[src/rtl/trio_timer_pkg.sv]
package trio_timer_pkg;
  // word-address bases of the register groups, one word per channel
  localparam int GRP_CLK = 0;
  localparam int GRP_CNT = 3;
  localparam int GRP_VAL = 6;
  localparam int GRP_IVL = 9;
  localparam int GRP_STA = 21;
  localparam int GRP_IEN = 24;

  // counter control bit positions
  localparam int CC_HALT    = 0;
  localparam int CC_IMODE   = 1;
  localparam int CC_RESTART = 4;
  localparam int CC_SPARE   = 5;

  // status / enable bit positions
  localparam int ST_IVL = 0;
  localparam int ST_OVF = 3;
  localparam int ST_W   = 4;
endpackage

[src/rtl/trio_prescale.sv]
module trio_prescale #(
  parameter int PSV_W = 4
) (
  input  logic             clk,
  input  logic             rst,
  input  logic             clear,
  input  logic             run,
  input  logic             tick_a,
  input  logic             tick_b,
  input  logic             src_sel,
  input  logic             pre_en,
  input  logic [PSV_W-1:0] psv,
  output logic             adv
);
  localparam int DIV_W = 1 << PSV_W;

  logic             tick;
  logic [PSV_W:0]   shamt;
  logic [DIV_W:0]   lim_w;
  logic [DIV_W-1:0] lim;
  logic [DIV_W-1:0] phase_q;
  logic             wrap;

  assign tick  = src_sel ? tick_b : tick_a;
  assign shamt = {1'b0, psv} + {{PSV_W{1'b0}}, 1'b1};
  assign lim_w = ({{DIV_W{1'b0}}, 1'b1} << shamt) - {{DIV_W{1'b0}}, 1'b1};
  assign lim   = lim_w[DIV_W-1:0];
  assign wrap  = (phase_q == lim);
  assign adv   = tick && run && (!pre_en || wrap);

  always_ff @(posedge clk) begin
    if (rst || clear || !pre_en) begin
      phase_q <= '0;
    end else if (tick && run) begin
      phase_q <= wrap ? '0 : phase_q + 1'b1;
    end
  end

  // the selected tick is the only source of advances
  a_r4_no_tick_no_adv: assert property (@(posedge clk) disable iff (rst)
    !(src_sel ? tick_b : tick_a) |-> !adv);
  // without prescaling every selected tick of a running channel advances
  a_r3_direct_tick: assert property (@(posedge clk) disable iff (rst)
    (run && !pre_en && (src_sel ? tick_b : tick_a)) |-> adv);
endmodule

[src/rtl/trio_channel.sv]
module trio_channel
  import trio_timer_pkg::*;
#(
  parameter int CNT_W = 16,
  parameter int PSV_W = 4,
  localparam int CLK_W = PSV_W + 2
) (
  input  logic             clk,
  input  logic             rst,
  input  logic             tick_a,
  input  logic             tick_b,
  input  logic             wr_clk,
  input  logic             wr_cnt,
  input  logic             wr_ivl,
  input  logic             wr_ien,
  input  logic             rd_sta,
  input  logic [CNT_W-1:0] wdata,
  output logic [CLK_W-1:0] clk_rb,
  output logic [5:0]       cnt_rb,
  output logic [CNT_W-1:0] count,
  output logic [CNT_W-1:0] ivl,
  output logic [ST_W-1:0]  sta,
  output logic [ST_W-1:0]  ien,
  output logic             irq
);
  logic             pre_en_q, src_q;
  logic [PSV_W-1:0] psv_q;
  logic             halt_q, imode_q, spare_q;
  logic [CNT_W-1:0] cnt_q, cnt_d, ivl_q;
  logic [ST_W-1:0]  sta_q, sta_d, ien_q;
  logic             restart, adv, evt_ivl, evt_ovf;

  assign restart = wr_cnt && wdata[CC_RESTART];

  always_ff @(posedge clk) begin
    if (rst) begin
      pre_en_q <= 1'b0;
      psv_q    <= '0;
      src_q    <= 1'b0;
      halt_q   <= 1'b1;
      imode_q  <= 1'b0;
      spare_q  <= 1'b1;
      ivl_q    <= '0;
      ien_q    <= '0;
    end else begin
      if (wr_clk) begin
        pre_en_q <= wdata[0];
        psv_q    <= wdata[PSV_W:1];
        src_q    <= wdata[PSV_W+1];
      end
      if (wr_cnt) begin
        halt_q  <= wdata[CC_HALT];
        imode_q <= wdata[CC_IMODE];
        spare_q <= wdata[CC_SPARE];
      end
      if (wr_ivl) ivl_q <= wdata;
      if (wr_ien) ien_q <= wdata[ST_W-1:0];
    end
  end

  trio_prescale #(.PSV_W(PSV_W)) u_pre (
    .clk(clk), .rst(rst), .clear(restart), .run(!halt_q),
    .tick_a(tick_a), .tick_b(tick_b), .src_sel(src_q),
    .pre_en(pre_en_q), .psv(psv_q), .adv(adv)
  );

  always_comb begin
    cnt_d   = cnt_q;
    evt_ivl = 1'b0;
    evt_ovf = 1'b0;
    if (restart) begin
      cnt_d = '0;
    end else if (adv) begin
      if (imode_q) begin
        if (ivl_q == '0) begin
          cnt_d = '0;
        end else if (cnt_q >= ivl_q) begin
          cnt_d   = '0;
          evt_ivl = 1'b1;
        end else begin
          cnt_d = cnt_q + 1'b1;
        end
      end else begin
        cnt_d   = cnt_q + 1'b1;
        evt_ovf = &cnt_q;
      end
    end
    sta_d = rd_sta ? '0 : sta_q;
    sta_d[ST_IVL] = sta_d[ST_IVL] | evt_ivl;
    sta_d[ST_OVF] = sta_d[ST_OVF] | evt_ovf;
  end

  always_ff @(posedge clk) begin
    if (rst) begin
      cnt_q <= '0;
      sta_q <= '0;
    end else begin
      cnt_q <= cnt_d;
      sta_q <= sta_d;
    end
  end

  assign clk_rb = {src_q, psv_q, pre_en_q};
  assign cnt_rb = {spare_q, 3'b000, imode_q, halt_q};
  assign count  = cnt_q;
  assign ivl    = ivl_q;
  assign sta    = sta_q;
  assign ien    = ien_q;
  assign irq    = |(sta_q & ien_q);

  a_r5_halt_holds: assert property (@(posedge clk) disable iff (rst)
    (halt_q && !restart) |=> $stable(cnt_q));
  a_r6_restart_zero: assert property (@(posedge clk) disable iff (rst)
    restart |=> (cnt_q == '0));
  a_r7_wrap_flags: assert property (@(posedge clk) disable iff (rst)
    (!imode_q && adv && !restart && (&cnt_q)) |=> (cnt_q == '0) && sta_q[ST_OVF]);
  a_r8_zero_interval: assert property (@(posedge clk) disable iff (rst)
    (imode_q && (ivl_q == '0) && adv && !restart) |=> (cnt_q == '0));
  a_r9_read_clears: assert property (@(posedge clk) disable iff (rst)
    (rd_sta && !evt_ivl && !evt_ovf) |=> (sta_q == '0));
endmodule

[src/rtl/trio_timer.sv]
module trio_timer
  import trio_timer_pkg::*;
#(
  parameter int CNT_W  = 16,
  parameter int PSV_W  = 4,
  parameter int NUM_CH = 3,
  parameter int ADDR_W = 5,
  parameter int DATA_W = 32
) (
  input  logic              clk,
  input  logic              rst,
  input  logic              tick_a,
  input  logic              tick_b,
  input  logic              wr_en,
  input  logic              rd_en,
  input  logic [ADDR_W-1:0] addr,
  input  logic [DATA_W-1:0] wdata,
  output logic [DATA_W-1:0] rdata,
  output logic [NUM_CH-1:0] irq
);
  localparam int CLK_W = PSV_W + 2;

  logic [CLK_W-1:0] clk_rb [NUM_CH];
  logic [5:0]       cnt_rb [NUM_CH];
  logic [CNT_W-1:0] val_rb [NUM_CH];
  logic [CNT_W-1:0] ivl_rb [NUM_CH];
  logic [ST_W-1:0]  sta_rb [NUM_CH];
  logic [ST_W-1:0]  ien_rb [NUM_CH];
  logic [DATA_W-1:0] rd_mux;

  for (genvar c = 0; c < NUM_CH; c++) begin : g_ch
    localparam logic [ADDR_W-1:0] A_CLK = ADDR_W'(GRP_CLK + c);
    localparam logic [ADDR_W-1:0] A_CNT = ADDR_W'(GRP_CNT + c);
    localparam logic [ADDR_W-1:0] A_IVL = ADDR_W'(GRP_IVL + c);
    localparam logic [ADDR_W-1:0] A_STA = ADDR_W'(GRP_STA + c);
    localparam logic [ADDR_W-1:0] A_IEN = ADDR_W'(GRP_IEN + c);

    trio_channel #(.CNT_W(CNT_W), .PSV_W(PSV_W)) u_ch (
      .clk(clk), .rst(rst), .tick_a(tick_a), .tick_b(tick_b),
      .wr_clk(wr_en && addr == A_CLK),
      .wr_cnt(wr_en && addr == A_CNT),
      .wr_ivl(wr_en && addr == A_IVL),
      .wr_ien(wr_en && addr == A_IEN),
      .rd_sta(rd_en && addr == A_STA),
      .wdata(wdata[CNT_W-1:0]),
      .clk_rb(clk_rb[c]), .cnt_rb(cnt_rb[c]), .count(val_rb[c]),
      .ivl(ivl_rb[c]), .sta(sta_rb[c]), .ien(ien_rb[c]), .irq(irq[c])
    );
  end

  always_comb begin
    rd_mux = '0;
    for (int c = 0; c < NUM_CH; c++) begin
      if (addr == ADDR_W'(GRP_CLK + c)) rd_mux = DATA_W'(clk_rb[c]);
      if (addr == ADDR_W'(GRP_CNT + c)) rd_mux = DATA_W'(cnt_rb[c]);
      if (addr == ADDR_W'(GRP_VAL + c)) rd_mux = DATA_W'(val_rb[c]);
      if (addr == ADDR_W'(GRP_IVL + c)) rd_mux = DATA_W'(ivl_rb[c]);
      if (addr == ADDR_W'(GRP_STA + c)) rd_mux = DATA_W'(sta_rb[c]);
      if (addr == ADDR_W'(GRP_IEN + c)) rd_mux = DATA_W'(ien_rb[c]);
    end
  end

  always_ff @(posedge clk) begin
    if (rst || !rd_en) rdata <= '0;
    else               rdata <= rd_mux;
  end

  // no read strobe, no data on the bus
  a_r12_idle_zero: assert property (@(posedge clk) disable iff (rst)
    !rd_en |=> (rdata == '0));
endmodule

[config.mk]
export PLATFORM = sky130hd
export DESIGN_NAME = trio_timer
export DESIGN_NICKNAME = d
export VERILOG_FILES = /design/src/rtl/trio_timer_pkg.sv /design/src/rtl/trio_prescale.sv /design/src/rtl/trio_channel.sv /design/src/rtl/trio_timer.sv
export SDC_FILE = /design/constraint.sdc
export NUM_CORES = 1
export LEC_CHECK = 0
export ABC_AREA = 1
export BUFFER_PORTS_ARGS = -buffer_cell sky130_fd_sc_hd__buf_2
export CAP_MARGIN = 20
export CORE_MARGIN = 3
export CORE_UTILIZATION = 50
export CTS_CLUSTER_DIAMETER = 80
export DETAILED_ROUTE_END_ITERATION = 16
export PLACE_DENSITY = 0.68
export SLEW_MARGIN = 30
export SYNTH_ARGS = -nofsm -noshare
export SYNTH_HDL_FRONTEND = slang
export SYNTH_SLANG_ARGS = --single-unit
[constraint.sdc]
create_clock -name clk -period 4.2 [get_ports clk]
set_input_delay 0.63 -clock clk [delete_from_list [all_inputs] [get_ports clk]]
set_output_delay 0.63 -clock clk [all_outputs]
set_load 0.01 [all_outputs]
==> flow_summary.ini <==
[status]
outcome = completed

[synth]
syn_area_um2 = 13300
ys_warn_count = 0
synth_seq_area_share_pct = 30.9
synth.distinct_cells = 52
async_flop_share_pct = 0
synth_ff_type = dfxtp_1
synth-edff-count = 0
ys_seq_elements = 205
syn_avg_cell_area_um2 = 6.53
synthCells = 2035

[placed_design]
dpl_worst_slack_ns = 0.928
place_congestion = 0.982
dpl-instance-area_um2 = 13700
port_buffers = 45
dpl.hpwl_mm = 27.4

[finish]
register_area_um2 = 4100
multi_input_area_um2 = 7880
fin_area_um2 = 14500
finalNetCount = 2149
fill_cells = 2650
fin_util_pct = 55.5
final_common_cell = nand2_1
final_cell_mix = nand2_1 (374), inv_1 (240), nor2_1 (222)
area_growth_pct = 9.04
drive_gt1_share_pct = 6.87
diodes = 0

[setup_path]
crit_family = simple AND/OR/NAND/NOR gates
crit_chain = inv_2 > nand2_1 > ha_1 > nand2_1 > nand2_1 > nor2_1 > nand2_1 > nor2_1 > nand4_1 > nor2_1 > nand2_1 > nor2_2 > nand3_4 > nand2_2 > nand3_1 > a21oi_1
crit_path_top_delay_cell = dfxtp_1
cp_common_cell = nand2_1
cp.required_ns = 4.65
cp-end-kind = flip-flop
start_kind = flip-flop
slowest_delay_ns = 0.67
crit_type = reg -> reg
crit_path_max_fanout = 18
crit_arrival_ns = 3.59
crit_buf_inv = 1

[clock_network]
cts.sinks = 205
cts-root-buf = clkbuf_16
cts_resized = 0
clk_latency_ns = 0.53
cts_buffers = 25
cts_setup_buffers = 0
htreeDepth = 1
clk_path_buf_depth = 3
cts.clk_slew.worst_paths_ns = 0.06
cts-hold-fix-buffers = 0
cts_tree = done

[detailed_routing]
wl_mm = 37.6
drt_iter0_markers = 1085
drt_drc_violations_left = 0
ant_nets = 0
viasPerCell = 5.59
dr.pass1.iters = 5
wl_per_cell_um = 15.7
routed-via-count = 13424

[job]
maxCapViolations = 0

[sta]
clock_skew_ns = 0.00755
worst_slew_pin_slew_ns = 1.00
slew_headroom_pct = 32.6
hold_viol = 0
timing.final.crit_period_ns = 3.13
tns_ns = 0
worst_slack_ns = 1.07
post-route-period-util_pct = 74.6
grt_setup_unrepaired = false
setup_viol = 0
max_freq_mhz = 319
maxSlewViolCount = 0

[hold_path]
hp-class = in -> reg

[power]
p_leak_nw = 5.55
p_per_area_nw_per_um2 = 306
vdd_drop_max_uv = 310
p_total_mw = 4.44

[grt]
grt_remaining_overflow = 0
grt_max_degree = 83
grt.total_usage_pct = 25.6
grt_pass1_wl_mm = 61.4
grt_pass1_vias = 12367
antenna_found_initial = 1

[floorplanning]
io_pins = 78
die_w_um = 169
core_area_um2 = 26100
num_rows = 59
die_h_um = 169
initial_core_util_pct = 50.9
fp.dieArea_um2 = 28600
## final timing paths
kind	cells past startpoint	startpoint	to	slack [ns]
worst min-delay path	3	wdata[13]	g_ch[1].u_ch.ivl[13]$_SDFFE_PP0P_	0.44
worst max-delay path	16	g_ch[2].u_ch.psv_q[3]$_SDFFE_PP0P_	g_ch[2].u_ch.sta[3]$_SDFF_PP0_	1.07
worst min register to register	2	g_ch[0].u_ch.ien[2]$_SDFFE_PP0P_	g_ch[0].u_ch.ien[2]$_SDFFE_PP0P_	0.47
worst max register to register	16	g_ch[2].u_ch.psv_q[3]$_SDFFE_PP0P_	g_ch[2].u_ch.sta[3]$_SDFF_PP0_	1.07
## stage by stage
| stage | hold WS (ns) | instances |
|---|---|---|
| finish | 0.440 | 2402 |
| global route | 0.446 | 2402 |
| CTS | 0.435 | 2402 |
| detailed placement | 0.455 | 2357 |
| global placement | 0.440 | 2357 |
| floorplan | 0.429 | 2052 |
## kinds of logic after synthesis
logic type / synth area share, %
AOI/OAI and AO/OA: 16.8
xor gates and xnor gates: 5.07
adders and majority gates: 5.36
buffers and inverters: 10.5
DFF: 30.9
other: 0.0565
and+or+nand+nor: 31.4
## per-layer routing
metal / vias to the layer above / routed length [µm] / global-route usage, %
li1: 6778 / - / -
met1: 6181 / 17000 / 34.1
met2: 388 / 17300 / 43.2
met3: 75 / 2100 / 3.20
met4: 2 / 1200 / 8.68
met5: - / 13 / 0
## cell usage after synthesis, types with 2 or more instances
cell type	number	area [µm²]
inv_1	240	901
nor2_1	222	833
or2_2	4	25.0
conb_1	2	7.51
a221oi_1	5	43.8
a21oi_1	187	936
buf_6	3	33.8
o22ai_1	8	50.1
nor3_1	43	215
nand4_1	40	250
nor4_2	2	25.0
nor2_2	7	43.8
o211ai_1	7	52.6
nor3_2	3	30.0
nand3b_1	6	45.0
nor3b_1	9	67.6
dfxtp_1	205	4100
xor2_1	63	552
nand2_1	374	1400
nand3_1	163	816
a21o_1	2	15.0
buf_2	7	35.0
ha_1	57	713
nand2_2	4	25.0
clkinv_1	6	22.5
clkbuf_1	50	188
o21ai_1	12	60.1
buf_1	3	11.3
nor3_4	2	32.5
buf_4	19	143
nand2_4	2	22.5
xnor2_1	14	123
a41oi_1	10	87.6
inv_2	16	60.1
a22o_1	2	17.5
nor4_1	39	244
o21ai_0	182	911
## report_power, final
group / internal, mW / total, mW / switching [mW]
Clock: 1.32 / 2.19 / 0.873
Sequential: 1.96 / 1.97 / 0.0102
Combinational: 0.0694 / 0.281 / 0.212
Total: 3.35 / 4.44 / 1.09
## registers in the layout (all words and copies together) (netlist names)
name                     flops
g_ch.u_ch.imode_q            3
g_ch.u_ch.psv_q             12
g_ch.u_ch.sta                6
rdata                       16
g_ch.u_ch.ien               12
g_ch.u_ch.pre_en_q           3
g_ch.u_ch.src_q              3
g_ch.u_ch.spare_q            3
g_ch.u_ch.u_pre.phase_q     48
g_ch.u_ch.halt_q             3
g_ch.u_ch.ivl               48
g_ch.u_ch.count             48
## tightest hold or removal path, stage by stage
cell and delay [ns]:
buf_2 0.11, o21ai_0 0.08, a21oi_1 0.10
## final cells by class
cell class | count | share of cell area [%]
Timing Repair Buffer | 52 | 1.92
Clock inverter | 11 | 0.794
Sequential cell | 205 | 28.3
Multi-Input combinational cell | 1503 | 54.3
Clock buffer | 34 | 4.96
Inverter | 262 | 6.80
Tap cell | 335 | 2.89
Power figures use the tool's default switching activity.
